==> config.mk <==
export PLATFORM = sky130hd
export DESIGN_NAME = thermSensorRegs
export DESIGN_NICKNAME = d
export VERILOG_FILES = /design/src/rtl/thermPkg.sv /design/src/rtl/thermCtrl.sv /design/src/rtl/thermDatapath.sv /design/src/rtl/thermSensorRegs.sv
export SDC_FILE = /design/constraint.sdc
export NUM_CORES = 1
export LEC_CHECK = 0
export BUFFER_PORTS_ARGS = -buffer_cell sky130_fd_sc_hd__clkbuf_2
export CAP_MARGIN = 15
export CELL_PAD_IN_SITES_DETAIL_PLACEMENT = 1
export CELL_PAD_IN_SITES_GLOBAL_PLACEMENT = 2
export CORE_MARGIN = 2
export CORE_UTILIZATION = 35
export CTS_BUF_LIST = sky130_fd_sc_hd__clkbuf_4
export CTS_CLUSTER_DIAMETER = 50
export DETAILED_ROUTE_END_ITERATION = 8
export PLACE_DENSITY_LB_ADDON = 0.1
export SLEW_MARGIN = 0
export SYNTH_ARGS = -nofsm -noshare
export SYNTH_HDL_FRONTEND = slang
export SYNTH_SLANG_ARGS = --single-unit
==> constraint.sdc <==
create_clock -name clk -period 3.4 [get_ports clk]
set_input_delay 0.34 -clock clk [delete_from_list [all_inputs] [get_ports clk]]
set_output_delay 0.34 -clock clk [all_outputs]
set_load 0.005 [all_outputs]
==> src/rtl/thermPkg.sv <==
package thermPkg;
  localparam int REG_W  = 16;
  localparam int TEMP_W = 13;

  // Register pointers
  localparam int PTR_CAP   = 0;
  localparam int PTR_CFG   = 1;
  localparam int PTR_UPPER = 2;
  localparam int PTR_LOWER = 3;
  localparam int PTR_CRIT  = 4;
  localparam int PTR_TEMP  = 5;
  localparam int PTR_MFR   = 6;
  localparam int PTR_DEV   = 7;

  // Bit positions
  localparam int CAP_EXT      = 2;
  localparam int CFG_CRITONLY = 2;
  localparam int CFG_CRITLOCK = 6;
  localparam int CFG_EVLOCK   = 7;
  localparam int CFG_SHDN     = 8;
  localparam int CFG_HYST     = 9;

  // Hysteresis step in LSB: code k>0 gives HYST_BASE << k
  localparam int HYST_BASE = 12;

  typedef struct packed {
    logic [1:0] hyst;
    logic       shutdown;
    logic       evLock;
    logic       critLock;
    logic       critOnly;
  } cfgT;

  typedef struct packed {
    logic wrCfg;
    logic wrHyst;
    logic wrUpper;
    logic wrLower;
    logic wrCrit;
    logic takeSample;
  } strobeT;

  function automatic logic [REG_W-1:0] packCfg(input cfgT c);
    logic [REG_W-1:0] w;
    w = '0;
    w[CFG_HYST +: 2]  = c.hyst;
    w[CFG_SHDN]       = c.shutdown;
    w[CFG_EVLOCK]     = c.evLock;
    w[CFG_CRITLOCK]   = c.critLock;
    w[CFG_CRITONLY]   = c.critOnly;
    return w;
  endfunction
endpackage

==> src/rtl/thermCtrl.sv <==
module thermCtrl
  import thermPkg::*;
#(
  parameter int PTR_W = 8
) (
  input  logic [PTR_W-1:0] ptr,
  input  logic             wrEn,
  input  logic             sampleValid,
  input  cfgT              cfgQ,
  output strobeT           stb
);
  function automatic logic hit(input logic [PTR_W-1:0] p, input int a);
    return p == PTR_W'(a);
  endfunction

  logic cfgHit;
  logic unusedCfg;
  assign unusedCfg = ^{cfgQ.hyst, cfgQ.critOnly};

  always_comb begin
    cfgHit         = wrEn && hit(ptr, PTR_CFG);
    stb.wrCfg      = cfgHit;
    // hysteresis code only movable while both locks are still open
    stb.wrHyst     = cfgHit && !cfgQ.evLock && !cfgQ.critLock;
    stb.wrUpper    = wrEn && hit(ptr, PTR_UPPER) && !cfgQ.evLock;
    stb.wrLower    = wrEn && hit(ptr, PTR_LOWER) && !cfgQ.evLock;
    stb.wrCrit     = wrEn && hit(ptr, PTR_CRIT)  && !cfgQ.critLock;
    stb.takeSample = sampleValid && !cfgQ.shutdown;
  end
endmodule

==> src/rtl/thermDatapath.sv <==
module thermDatapath
  import thermPkg::*;
#(
  parameter int              PTR_W     = 8,
  parameter logic [REG_W-1:0] MFR_ID   = 16'h1A2B,
  parameter logic [REG_W-1:0] DEV_ID   = 16'h0C01,
  parameter bit              EXT_RANGE = 1'b1
) (
  input  logic              clk,
  input  logic              rstN,
  input  strobeT            stb,
  input  logic [REG_W-1:0]  wrData,
  input  logic [TEMP_W-1:0] sampleTemp,
  input  logic [PTR_W-1:0]  ptr,
  output cfgT               cfgQ,
  output logic [TEMP_W-1:0] tempQ,
  output logic [TEMP_W-1:0] upperQ,
  output logic [TEMP_W-1:0] lowerQ,
  output logic [TEMP_W-1:0] critQ,
  output logic              critFlag,
  output logic              upFlag,
  output logic              loFlag,
  output logic [REG_W-1:0]  rdData
);
  localparam int CW = TEMP_W + 2;

  logic unusedBits;
  assign unusedBits = ^{wrData[REG_W-1:CFG_HYST+2], wrData[5:3], wrData[1:0]};

  function automatic logic signed [CW-1:0] sx(input logic [TEMP_W-1:0] v);
    return signed'({{(CW-TEMP_W){v[TEMP_W-1]}}, v});
  endfunction

  logic signed [CW-1:0] hyOff, sNew;
  logic critNxt, upNxt, loNxt;

  function automatic logic bandNext(input logic f,
                                    input logic signed [CW-1:0] s,
                                    input logic signed [CW-1:0] lim,
                                    input logic signed [CW-1:0] h);
    if (s > lim)          return 1'b1;
    else if (s < lim - h) return 1'b0;
    else                  return f;
  endfunction

  always_comb begin
    hyOff   = (cfgQ.hyst == 2'd0) ? '0 : signed'(CW'(HYST_BASE) << cfgQ.hyst);
    sNew    = sx(sampleTemp);
    critNxt = bandNext(critFlag, sNew, sx(critQ), hyOff);
    upNxt   = bandNext(upFlag, sNew, sx(upperQ), hyOff);
    loNxt   = sNew < sx(lowerQ);
  end

  // configuration
  always_ff @(posedge clk or negedge rstN) begin
    if (!rstN) begin
      cfgQ <= '0;
    end else if (stb.wrCfg) begin
      cfgQ.critOnly <= wrData[CFG_CRITONLY];
      cfgQ.shutdown <= wrData[CFG_SHDN];
      cfgQ.critLock <= cfgQ.critLock | wrData[CFG_CRITLOCK];
      cfgQ.evLock   <= cfgQ.evLock | wrData[CFG_EVLOCK];
      if (stb.wrHyst) cfgQ.hyst <= wrData[CFG_HYST +: 2];
    end
  end

  // limits
  always_ff @(posedge clk or negedge rstN) begin
    if (!rstN) begin
      upperQ <= '0;
      lowerQ <= '0;
      critQ  <= '0;
    end else begin
      if (stb.wrUpper) upperQ <= wrData[TEMP_W-1:0];
      if (stb.wrLower) lowerQ <= wrData[TEMP_W-1:0];
      if (stb.wrCrit)  critQ  <= wrData[TEMP_W-1:0];
    end
  end

  // reading and alarms
  always_ff @(posedge clk or negedge rstN) begin
    if (!rstN) begin
      tempQ    <= '0;
      critFlag <= 1'b0;
      upFlag   <= 1'b0;
      loFlag   <= 1'b0;
    end else begin
      if (stb.takeSample) begin
        tempQ    <= sampleTemp;
        critFlag <= critNxt;
        upFlag   <= upNxt;
        loFlag   <= loNxt;
      end
      if (cfgQ.critOnly) begin
        upFlag <= 1'b0;
        loFlag <= 1'b0;
      end
    end
  end

  always_comb begin
    rdData = '0;
    case (ptr)
      PTR_W'(PTR_CAP):   rdData[CAP_EXT] = EXT_RANGE;
      PTR_W'(PTR_CFG):   rdData = packCfg(cfgQ);
      PTR_W'(PTR_UPPER): rdData = REG_W'(upperQ);
      PTR_W'(PTR_LOWER): rdData = REG_W'(lowerQ);
      PTR_W'(PTR_CRIT):  rdData = REG_W'(critQ);
      PTR_W'(PTR_TEMP):  rdData = {critFlag, upFlag, loFlag, tempQ};
      PTR_W'(PTR_MFR):   rdData = MFR_ID;
      PTR_W'(PTR_DEV):   rdData = DEV_ID;
      default:           rdData = '0;
    endcase
  end
endmodule

==> src/rtl/thermSensorRegs.sv <==
module thermSensorRegs
  import thermPkg::*;
#(
  parameter int               PTR_W     = 8,
  parameter logic [REG_W-1:0] MFR_ID    = 16'h1A2B,
  parameter logic [REG_W-1:0] DEV_ID    = 16'h0C01,
  parameter bit               EXT_RANGE = 1'b1
) (
  input  logic              clk,
  input  logic              rstN,
  input  logic [PTR_W-1:0]  ptr,
  input  logic [REG_W-1:0]  wrData,
  input  logic              wrEn,
  input  logic              sampleValid,
  input  logic [TEMP_W-1:0] sampleTemp,
  output logic [REG_W-1:0]  rdData
);
  strobeT            stb;
  cfgT               cfgQ;
  logic [TEMP_W-1:0] tempQ, upperQ, lowerQ, critQ;
  logic              critFlag, upFlag, loFlag;

  thermCtrl #(.PTR_W(PTR_W)) i_ctrl (
    .ptr(ptr), .wrEn(wrEn), .sampleValid(sampleValid), .cfgQ(cfgQ), .stb(stb)
  );

  thermDatapath #(
    .PTR_W(PTR_W), .MFR_ID(MFR_ID), .DEV_ID(DEV_ID), .EXT_RANGE(EXT_RANGE)
  ) i_dp (
    .clk(clk), .rstN(rstN), .stb(stb), .wrData(wrData), .sampleTemp(sampleTemp),
    .ptr(ptr), .cfgQ(cfgQ), .tempQ(tempQ), .upperQ(upperQ), .lowerQ(lowerQ),
    .critQ(critQ), .critFlag(critFlag), .upFlag(upFlag), .loFlag(loFlag),
    .rdData(rdData)
  );
endmodule

==> results of run 1 <==
## worst paths after layout
kind	to	slack, ns	cells after the start
worst max-delay path	i_dp.upFlag	0.17	14
worst min-delay path	i_dp.critQ[1]	0.15	2
worst max register to register	i_dp.upFlag	0.17	14
worst min register to register	i_dp.tempQ[11]	0.49	2
max in group asynchronous	i_dp.cfgQ[5]	1.99	3
min in group asynchronous	i_dp.lowerQ[1]	0.43	2
## sequential cells by signal, summed over array words and instances (netlist names)
name and flops:
i_dp.cfgQ 6, i_dp.upFlag 1, i_dp.loFlag 1, i_dp.critQ 13
i_dp.lowerQ 13, i_dp.tempQ 13, i_dp.upperQ 13, i_dp.critFlag 1
## through the flow
step                      power (mW)  std cells  worst slack [ns]  utilization, %
final                           2.04        759             0.166            41.7
after detailed placement        1.49        741           -0.0872            40.2
after CTS                       2.04        758            0.0106            41.3
after global placement          1.45        741            0.0645            40.2
after global routing            2.19        759          0.000222            41.7
after floorplan                 1.25        509             0.257               -
## cells in the final DEF, fill, tap and decap left out, drive strengths merged, types with 3 or more instances in the layout
cell type   n
buf        20
clkinv      3
nor2b       3
a22oi       7
mux2i      10
or3         4
dfrtp      61
and4        4
o21a       11
nand2b      3
a211oi      6
clkbuf     64
a31oi       3
a21o        7
or2         7
o21ai      14
inv        51
nand4       9
o221ai      3
o31ai       5
mux2       48
nor2       27
and3        6
nand2      41
xnor2       6
a21oi      22
nor3       12
o22ai      12
nand3       8
nand3b      3
ha         72
## routing by layer
| metal | vias to the layer above | GRT usage (%) |
|---|---|---|
| li1 | 1994 | - |
| met4 | 0 | 7.40 |
| met1 | 2105 | 33.4 |
| met3 | 20 | 2.43 |
| met2 | 75 | 37.4 |
| met5 | - | 0 |
## report_power, final
group / total, mW / internal [mW] / switching (mW)
sequential: 0.818 / 0.773 / 0.0447
clock: 0.534 / 0.236 / 0.298
combinational: 0.693 / 0.311 / 0.381
## area by class of cell
type	instances	area share, %
inverters	51	3.43
multi-input cells	380	55.3
clock buffers	11	1.48
repair buffers	74	7.61
well taps	176	3.94
clock inverters	5	0.918
flip-flops and latches	61	27.3
diodes	1	0.0448
## timing repair
action                                  4_1_cts  5_1_grt
hold buffers                                  1        0
gates resized for setup                       1       13
pin swaps                                     0        2
hold endpoints to repair                     23        0
endpoints found under the setup margin        1        2
## worst max-delay path: stages (launching register included)
cell and delay, ns:
dfrtp_1 0.41, inv_1 0.08, ha_1 0.14, inv_1 0.06
ha_1 0.32, o21a_1 0.21, o21a_1 0.21, o21a_4 0.23
nor3_4 0.17, xnor2_1 0.14, ha_1 0.26, and4_4 0.20
a221o_1 0.38, a41oi_2 0.20, o22ai_1 0.10
## logic make-up (layout without fill, tap and decap cells)
group / Yosys count / count (layout) / share of synthesized area [%]
flops: 61 / 61 / 31.5
compound gates: 108 / 108 / 15.2
other cells: 0 / 1 / 0
buf+inv: 68 / 141 / 5.94
simple gates: 136 / 136 / 14.5
xor+xnor: 6 / 6 / 1.08
fa+ha+maj: 72 / 72 / 18.6
mux: 58 / 58 / 13.2
==> results_dict.tcl, run 1 <==
set metrics [dict create \
    drive_gt1_share_pct 26.6 \
    place.gp.congestion 0.846 \
    crit_required_ns 3.73 \
    crit_path_end_kind "flop" \
    peakVddDrop_v 0.000176 \
    final_nets 690 \
    rsz0062_at_grt "no" \
    area_growth_pct 15.3 \
    power_density_nw_per_um2 366 \
    clock.fmax_mhz 309 \
    yosysWarnings 0 \
    hpwl_um 12900 \
    path_clk_slew_ns 0.11 \
    synth_cell_types 56 \
    finalWirelength_um 16200 \
    numCtsBuffers 9 \
    first_pass_iters 4 \
    fin_setup_tns_ns 0 \
    cts_setup_buffers 0 \
    worstSkewPairLatency_ns 0.45 \
    maxSlewHeadroom_pct 57.2 \
    ios 57 \
    p_leak_nw 2.65 \
    vias_per_cell 5.53 \
    coreArea_um2 13400 \
    grt_max_degree 39 \
    gr-total-overflow 0 \
    crit_path_start "i_dp.cfgQ[5]" \
    die_w_um 122 \
    grtUsageTotal_pct 23.4 \
    yosysSeqAreaShare_pct 31.5 \
    r2r-start "i_dp.cfgQ[5]" \
    fin_crit_sh_pct 95.1 \
    dr_wl_met3_um 513 \
    synth_top_area_share_pct 31.5 \
    cts_root_buf "clkbuf_4" \
    netlist_area_um2 4840 \
    synth_edf_count 0 \
    antenna_left 0 \
    drv_slew 0 \
    wl_met2_um 7470 \
    netlist_top_cells_area "dfrtp_1 32%, ha_1 19%, mux2_2 11%" \
    synth_top_flop_cell "dfrtp_1" \
    maxCapViolations 0 \
    top_layer "met4" \
    wl_met1_um 7950 \
    yosysMostFrequentCell "ha_1" \
    grt_pass1_vias 4476 \
    multi_input_area_um2 3090 \
    clockBufferDepth 2 \
    hold_path.startpoint "wrData[1]" \
    clock_skew_ns 0.0110 \
    fill_cells 1548 \
    ff_latch_area_um2 1530 \
    place_area_um2 5380 \
    vias 4194 \
    design_area_um2 5590 \
    grt_pass1_wl_um 25500 \
    synthArstFlopShare_pct 100 \
    tightest_slew_ns 0.641 \
    die-area_um2 14800 \
    status "finished clean" \
    floorplan.rows 42 \
    tritoncts "built" \
    start_util_pct 36.2 \
    io_buffers 53 \
    cts.sinks 61 \
    setup_viol_count_final 0 \
    critPathArrivalTime_ns 3.57 \
    first_iter_violations 180 \
    yosysTopAreaCell "dfrtp_1" \
    synth_seq_cells 61 \
    cts-htree-levels 3 \
    syn_inst 509 \
    fin_hold_ws_ns 0.148 \
    timing.critical_path.fanout_max 4 \
    syn_nets 622 \
    antenna_found_initial 1 \
    min_period_ns 3.23 \
    synth_commonest_cells "72 x ha_1, 61 x dfrtp_1, 51 x inv_1" \
    dieHeight_um 122 \
    cp-start-kind "flop" \
    remaining_drc_errors 0 \
    hold_class "input port to flop" \
    drt-wirelength-per-cell_um 21.4 \
    hold_violations 0 \
    avgSynthCellArea_um2 9.52 \
    crit_type "flop to flop" \
]
No activity file was read; power rests on OpenSTA's default activity.
==> inputs of run 2 (changes only) <==
- ABC_AREA: unset -> 1
- CORE_UTILIZATION: 35 -> 32
==> run 2 against run 1 <==
Against the previous run: hold slack improved by 0.0088 ns; sequential share of layout area shrank 1.0 points; global-route usage is 2.8 points lower; clock skew is 0.0023 ns higher; critical path depth is 15 higher; clock power is 2% higher; setup slack improved by 0.065 ns; via count rose by 8.7%.
==> results_dict.tcl, run 2 <==
set metrics [dict create \
    utilization_pct 38.1 \
    first_pass_iters 4 \
    clock.fmax_mhz 315 \
    syn_inst 660 \
    crit_required_ns 3.78 \
    grtUsageTotal_pct 20.7 \
    status "finished clean" \
    crit_type "flop to flop" \
    coreArea_um2 15300 \
    synth_edf_count 0 \
    crit_top_cell "nand2_1" \
    hold_class "input port to flop" \
    cts.sinks 61 \
    clockBufferDepth 2 \
    clock_skew_ns 0.0133 \
    final_nets 840 \
    design_area_um2 5810 \
    critPathArrivalTime_ns 3.55 \
    dieHeight_um 129 \
    antenna_found_initial 1 \
    synth_cell_types 38 \
    ios 57 \
    most-common-layout-cells "159 x nand2_1, 99 x inv_1, 68 x ha_1, 60 x dfrtp_1, 53 x clkbuf_2" \
    setup_viol_count_final 0 \
    drv_slew 0 \
    yosysWarnings 0 \
    grt_max_degree 38 \
    avgSynthCellArea_um2 7.60 \
    cts_root_buf "clkbuf_4" \
    fin_hold_ws_ns 0.157 \
    drt-wirelength-per-cell_um 17.3 \
    fill_cells 1903 \
    netlist_top_cells_area "dfrtp_1 30%, ha_1 18%, nand2_1 12%" \
    min_period_ns 3.17 \
    hold_violations 0 \
    tightest_slew_ns 0.679 \
    crit_path_end_kind "flop" \
    peakVddDrop_v 0.000191 \
    fin_crit_sh_pct 93.2 \
    synth_top_flop_cell "dfrtp_1" \
    whs_path_depth 3 \
    r2r_end "i_dp.upFlag" \
    place.gp.congestion 0.781 \
    vias 4558 \
    finalWirelength_um 16400 \
    first_iter_violations 184 \
    power_density_nw_per_um2 266 \
    synth_seq_cells 61 \
    final_common_cell "nand2_1" \
    maxCapViolations 0 \
    tritoncts "built" \
    synth_commonest_cells "160 x nand2_1, 102 x inv_1, 72 x ha_1" \
    die-area_um2 16700 \
    regToRegSetupSlack_ns 0.23 \
    die_w_um 129 \
    grt_pass1_wl_um 25800 \
    p_leak_nw 2.86 \
    maxSlewHeadroom_pct 54.7 \
    io_buffers 53 \
    path_clk_slew_ns 0.13 \
    vias_per_cell 4.82 \
    antenna_left 0 \
    cts-htree-levels 3 \
    hpwl_um 12800 \
    netlist_area_um2 5020 \
    area_growth_pct 15.8 \
    syn_nets 773 \
    timing.critical_path.fanout_max 3 \
    place_area_um2 5520 \
    grt_pass1_vias 4702 \
    ff_latch_area_um2 1530 \
    gr-total-overflow 0 \
    fin_setup_tns_ns 0 \
    synth_top_area_share_pct 30.4 \
    multi_input_area_um2 3040 \
    rsz0062_at_grt "yes" \
    cp-start-kind "flop" \
    synthArstFlopShare_pct 100 \
    yosysSeqAreaShare_pct 30.4 \
    floorplan.rows 45 \
    drive_gt1_share_pct 21.7 \
    worstSkewPairLatency_ns 0.45 \
    slowest_stage "dfrtp_1" \
    whs_endpoint "i_dp.critQ[1]" \
    numCtsBuffers 9 \
    yosysTopAreaCell "dfrtp_1" \
    r2r-start "i_dp.cfgQ[5]" \
    remaining_drc_errors 0 \
    yosysMostFrequentCell "nand2_1" \
    hold_path.startpoint "wrData[1]" \
    start_util_pct 32.9 \
    rr_worst_depth 29 \
    critical_path.max_stage_delay_ns 0.42 \
]
## run 2: worst max-delay path by stage
stage	start	to	depth (start not counted)
after floorplan	i_dp.cfgQ[5]	i_dp.upFlag	28
after global placement	i_dp.cfgQ[5]	i_dp.upFlag	28
after detailed placement	i_dp.cfgQ[5]	i_dp.upFlag	28
after CTS	i_dp.cfgQ[5]	i_dp.upFlag	28
after global routing	i_dp.cfgQ[5]	i_dp.upFlag	29
final	i_dp.cfgQ[5]	i_dp.upFlag	29
## run 2: final cells by class
cell class	instances	area share [%]
Antenna cell	2	0.0862
Clock buffer	10	1.29
Clock inverter	6	1.10
Inverter	114	7.41
Multi-Input combinational cell	472	52.4
Sequential cell	61	26.3
Tap cell	211	4.55
Timing Repair Buffer	69	6.89
## run 2: repair_timing
item,in CTS,in global routing
hold buffers,0,1
setup buffers,0,6
hold endpoints to repair,0,18
setup endpoints to repair,0,2
resized for setup,0,14
## run 2: stage by stage
step | worst slack [ns] | power (mW) | std cells
finish | 0.230 | 1.54 | 945
global route | -0.121 | 1.64 | 945
CTS | 0.0814 | 1.56 | 935
detailed placement | 0.0871 | 1.01 | 919
global placement | 0.154 | 1.00 | 919
floorplan | 0.425 | 0.902 | 660
## run 2: cell families (layout without fill, tap and decap cells)
kind of cell	after synthesis	count (layout)	synth area share [%]
buffers and inverters	127	199	10.3
DFF	61	61	30.4
xor gates and xnor gates	12	12	2.09
other	0	2	0
adders and majority gates	72	72	18.0
AOI/OAI and AO/OA	122	122	14.3
and+or+nand+nor	266	266	24.9
## run 2: critical path, delay by kind of cell (launching register included)
family,cells,cell delay (ns)
DFF,1,0.42
adders and majority gates,3,0.62
and+or+nand+nor,23,1.89
buffers and inverters,3,0.19
## run 2: report_power, final
| group | total (mW) | internal (mW) | switching [mW] |
|---|---|---|---|
| combinational | 0.242 | 0.0877 | 0.154 |
| clock | 0.543 | 0.231 | 0.312 |
| sequential | 0.759 | 0.746 | 0.0135 |
## run 2: metal layers
metal / vias to the layer above / share of wire (%) / track usage (%)
li1: 2292 / - / -
met1: 2191 / 50 / 29.5
met5: - / 0 / 0
met3: 13 / 2.7 / 2.97
met2: 62 / 46 / 33.1
met4: 0 / 0.95 / 4.86
==> inputs of run 3 (changes only) <==
- GPL_TIMING_DRIVEN: unset -> 0
==> run 3 against run 2 <==
Against the previous run: global-route usage is 1.7 points higher; register-to-register slack worse by 0.06 ns; wire length is 8.3% higher; utilization is 0.52 points higher; clock skew is 0.012 ns higher; clock-buffer cell count is 1 lower; hold slack worse by 0.13 ns; non-clock buffer count is 3 higher; highest routed layer unchanged; final cell count is 0.21% higher; sequential share of layout area is 0.34 points lower; combinational power hardly changed; flip-flop and latch count stayed put; critical endpoint unchanged.
==> results_dict.tcl, run 3 (same netlist as run 2, synthesis figures left out) <==
set metrics [dict create \
    tritoncts "built" \
    placedCellCount 924 \
    first_iter_violations 169 \
    rr_worst_depth 29 \
    final_common_cell "nand2_1" \
    fin_crit_sh_pct 94.9 \
    crit_path_start "i_dp.cfgQ[5]" \
    coreArea_um2 15300 \
    floorplan.rows 45 \
    drv_slew 0 \
    first_pass_iters 4 \
    min_period_ns 3.23 \
    slowest_stage "dfrtp_2" \
    use_met3_pct 2.44 \
    grtUsageTotal_pct 22.4 \
    remaining_drc_errors 0 \
    place.gp.congestion 0.818 \
    critical_path.max_stage_delay_ns 0.49 \
    most-common-layout-cells "158 x nand2_1, 99 x inv_1, 68 x ha_1, 59 x dfrtp_1, 52 x clkbuf_2" \
    p_leak_nw 2.88 \
    clock_skew_ns 0.0256 \
    clockBufferDepth 2 \
    r2r-start "i_dp.cfgQ[5]" \
    hold_violations 0 \
    final_cells 947 \
    path_clk_slew_ns 0.14 \
    dieHeight_um 129 \
    power_density_nw_per_um2 289 \
    finalWirelength_um 17700 \
    dp_slack_ns -0.212 \
    setup_viol_count_final 0 \
    rsz0062_at_grt "yes" \
    crit_required_ns 3.80 \
    antenna_found_initial 1 \
    peakVddDrop_v 0.000149 \
    area_growth_pct 17.4 \
    clock.fmax_mhz 310 \
    maxSlewHeadroom_pct 40.5 \
    numCtsBuffers 9 \
    crit_type "flop to flop" \
    path_buf_inv 3 \
    critPathArrivalTime_ns 3.62 \
    grt_use_met1_pct 30.8 \
    timing.critical_path.fanout_max 3 \
    busiest_layer "met2" \
    worstSkewPairLatency_ns 0.44 \
    maxCapViolations 0 \
    r2r_end "i_dp.upFlag" \
    hold_class "input port to asynchronous set/reset pin" \
    status "finished clean" \
    crit_top_cell "nand2_1" \
    ios 57 \
    grt_pass1_vias 5069 \
    cts.sinks 61 \
    cts_root_buf "clkbuf_4" \
    tightest_slew_ns 0.892 \
    io_buffers 53 \
    cpLargestDelayFamily "simple AND/OR/NAND/NOR gates" \
    die-area_um2 16700 \
    cts_hold_buf 0 \
    cp-start-kind "flop" \
    fin_hold_ws_ns 0.0308 \
    fill_cells 1892 \
    cts-htree-levels 3 \
    crit_path_end_kind "flop" \
    finalWorstSetupSlack_ns 0.175 \
    die_w_um 129 \
    vias 4686 \
    start_util_pct 32.9 \
    grt_max_degree 62 \
    grt_pass1_wl_um 28000 \
    gr-total-overflow 0 \
    antenna_left 0 \
    met2_usage_pct 37.8 \
    drive_gt1_share_pct 22.0 \
    vias_per_cell 4.95 \
    hpwl_um 14000 \
    regToRegSetupSlack_ns 0.17 \
    final_nets 843 \
    drt-wirelength-per-cell_um 18.7 \
]
-- run 3: changes by cell type in the layout (fill, tap and decap cells not counted), moves of 2 or more --
cell	delta
buf_4	-7
buf_2	+4
buf_6	+4
clkbuf_1	+4
bufinv_16	+2
clkinv_2	-2
clkinv_4	+2
inv_2	-2
inv_4	+2
-- run 3: metal layers --
| metal | wire length [um] | part of all wire, % |
|---|---|---|
| met5 | 0 | 0 |
| met4 | 192 | 1.1 |
| met3 | 458 | 2.6 |
| met2 | 8330 | 47 |
| met1 | 8740 | 49 |
-- run 3: timing repair --
| action | CTS | global route |
|---|---|---|
| pin swaps | 1 | 4 |
| endpoints found under the setup margin | 2 | 2 |
| buffers inserted | 2 | 4 |
| resized for setup | 6 | 16 |
-- run 3: worst max path at each step --
stage	endpoint	cells after the start
2_1_floorplan	i_dp.upFlag	28
3_3_place_gp	i_dp.upFlag	26
3_5_place_dp	i_dp.upFlag	25
4_1_cts	i_dp.upFlag	29
5_1_grt	i_dp.upFlag	28
6_report	i_dp.upFlag	29
-- run 3: per-stage QoR --
step	area [um^2]	total power, mW	setup TNS (ns)	util [%]
global placement	5550	0.997	-0.121	36.4
CTS	5780	1.71	0	37.9
detailed placement	5550	1.01	-0.241	36.4
finish	5890	1.70	0	38.6
floorplan	5020	0.902	0	-
global route	5890	1.78	-0.0550	38.6
-- run 3: report_power, final --
part	total, mW	switching (mW)	internal, mW
combinational	0.241	0.157	0.0841
clock	0.702	0.327	0.375
sequential	0.759	0.0136	0.746
-- run 3: cell type report --
class	instances	area (um^2)	share of cell area (%)
Multi-Input combinational cell	472	3070	52.1
Sequential cell	61	1530	26.0
Inverter	114	435	7.39
Timing Repair Buffer	59	313	5.31
Tap cell	211	264	4.48
Clock inverter	7	124	2.10
Buffer	13	87.6	1.49
Clock buffer	9	67.6	1.15
Antenna cell	1	2.50	0.0425
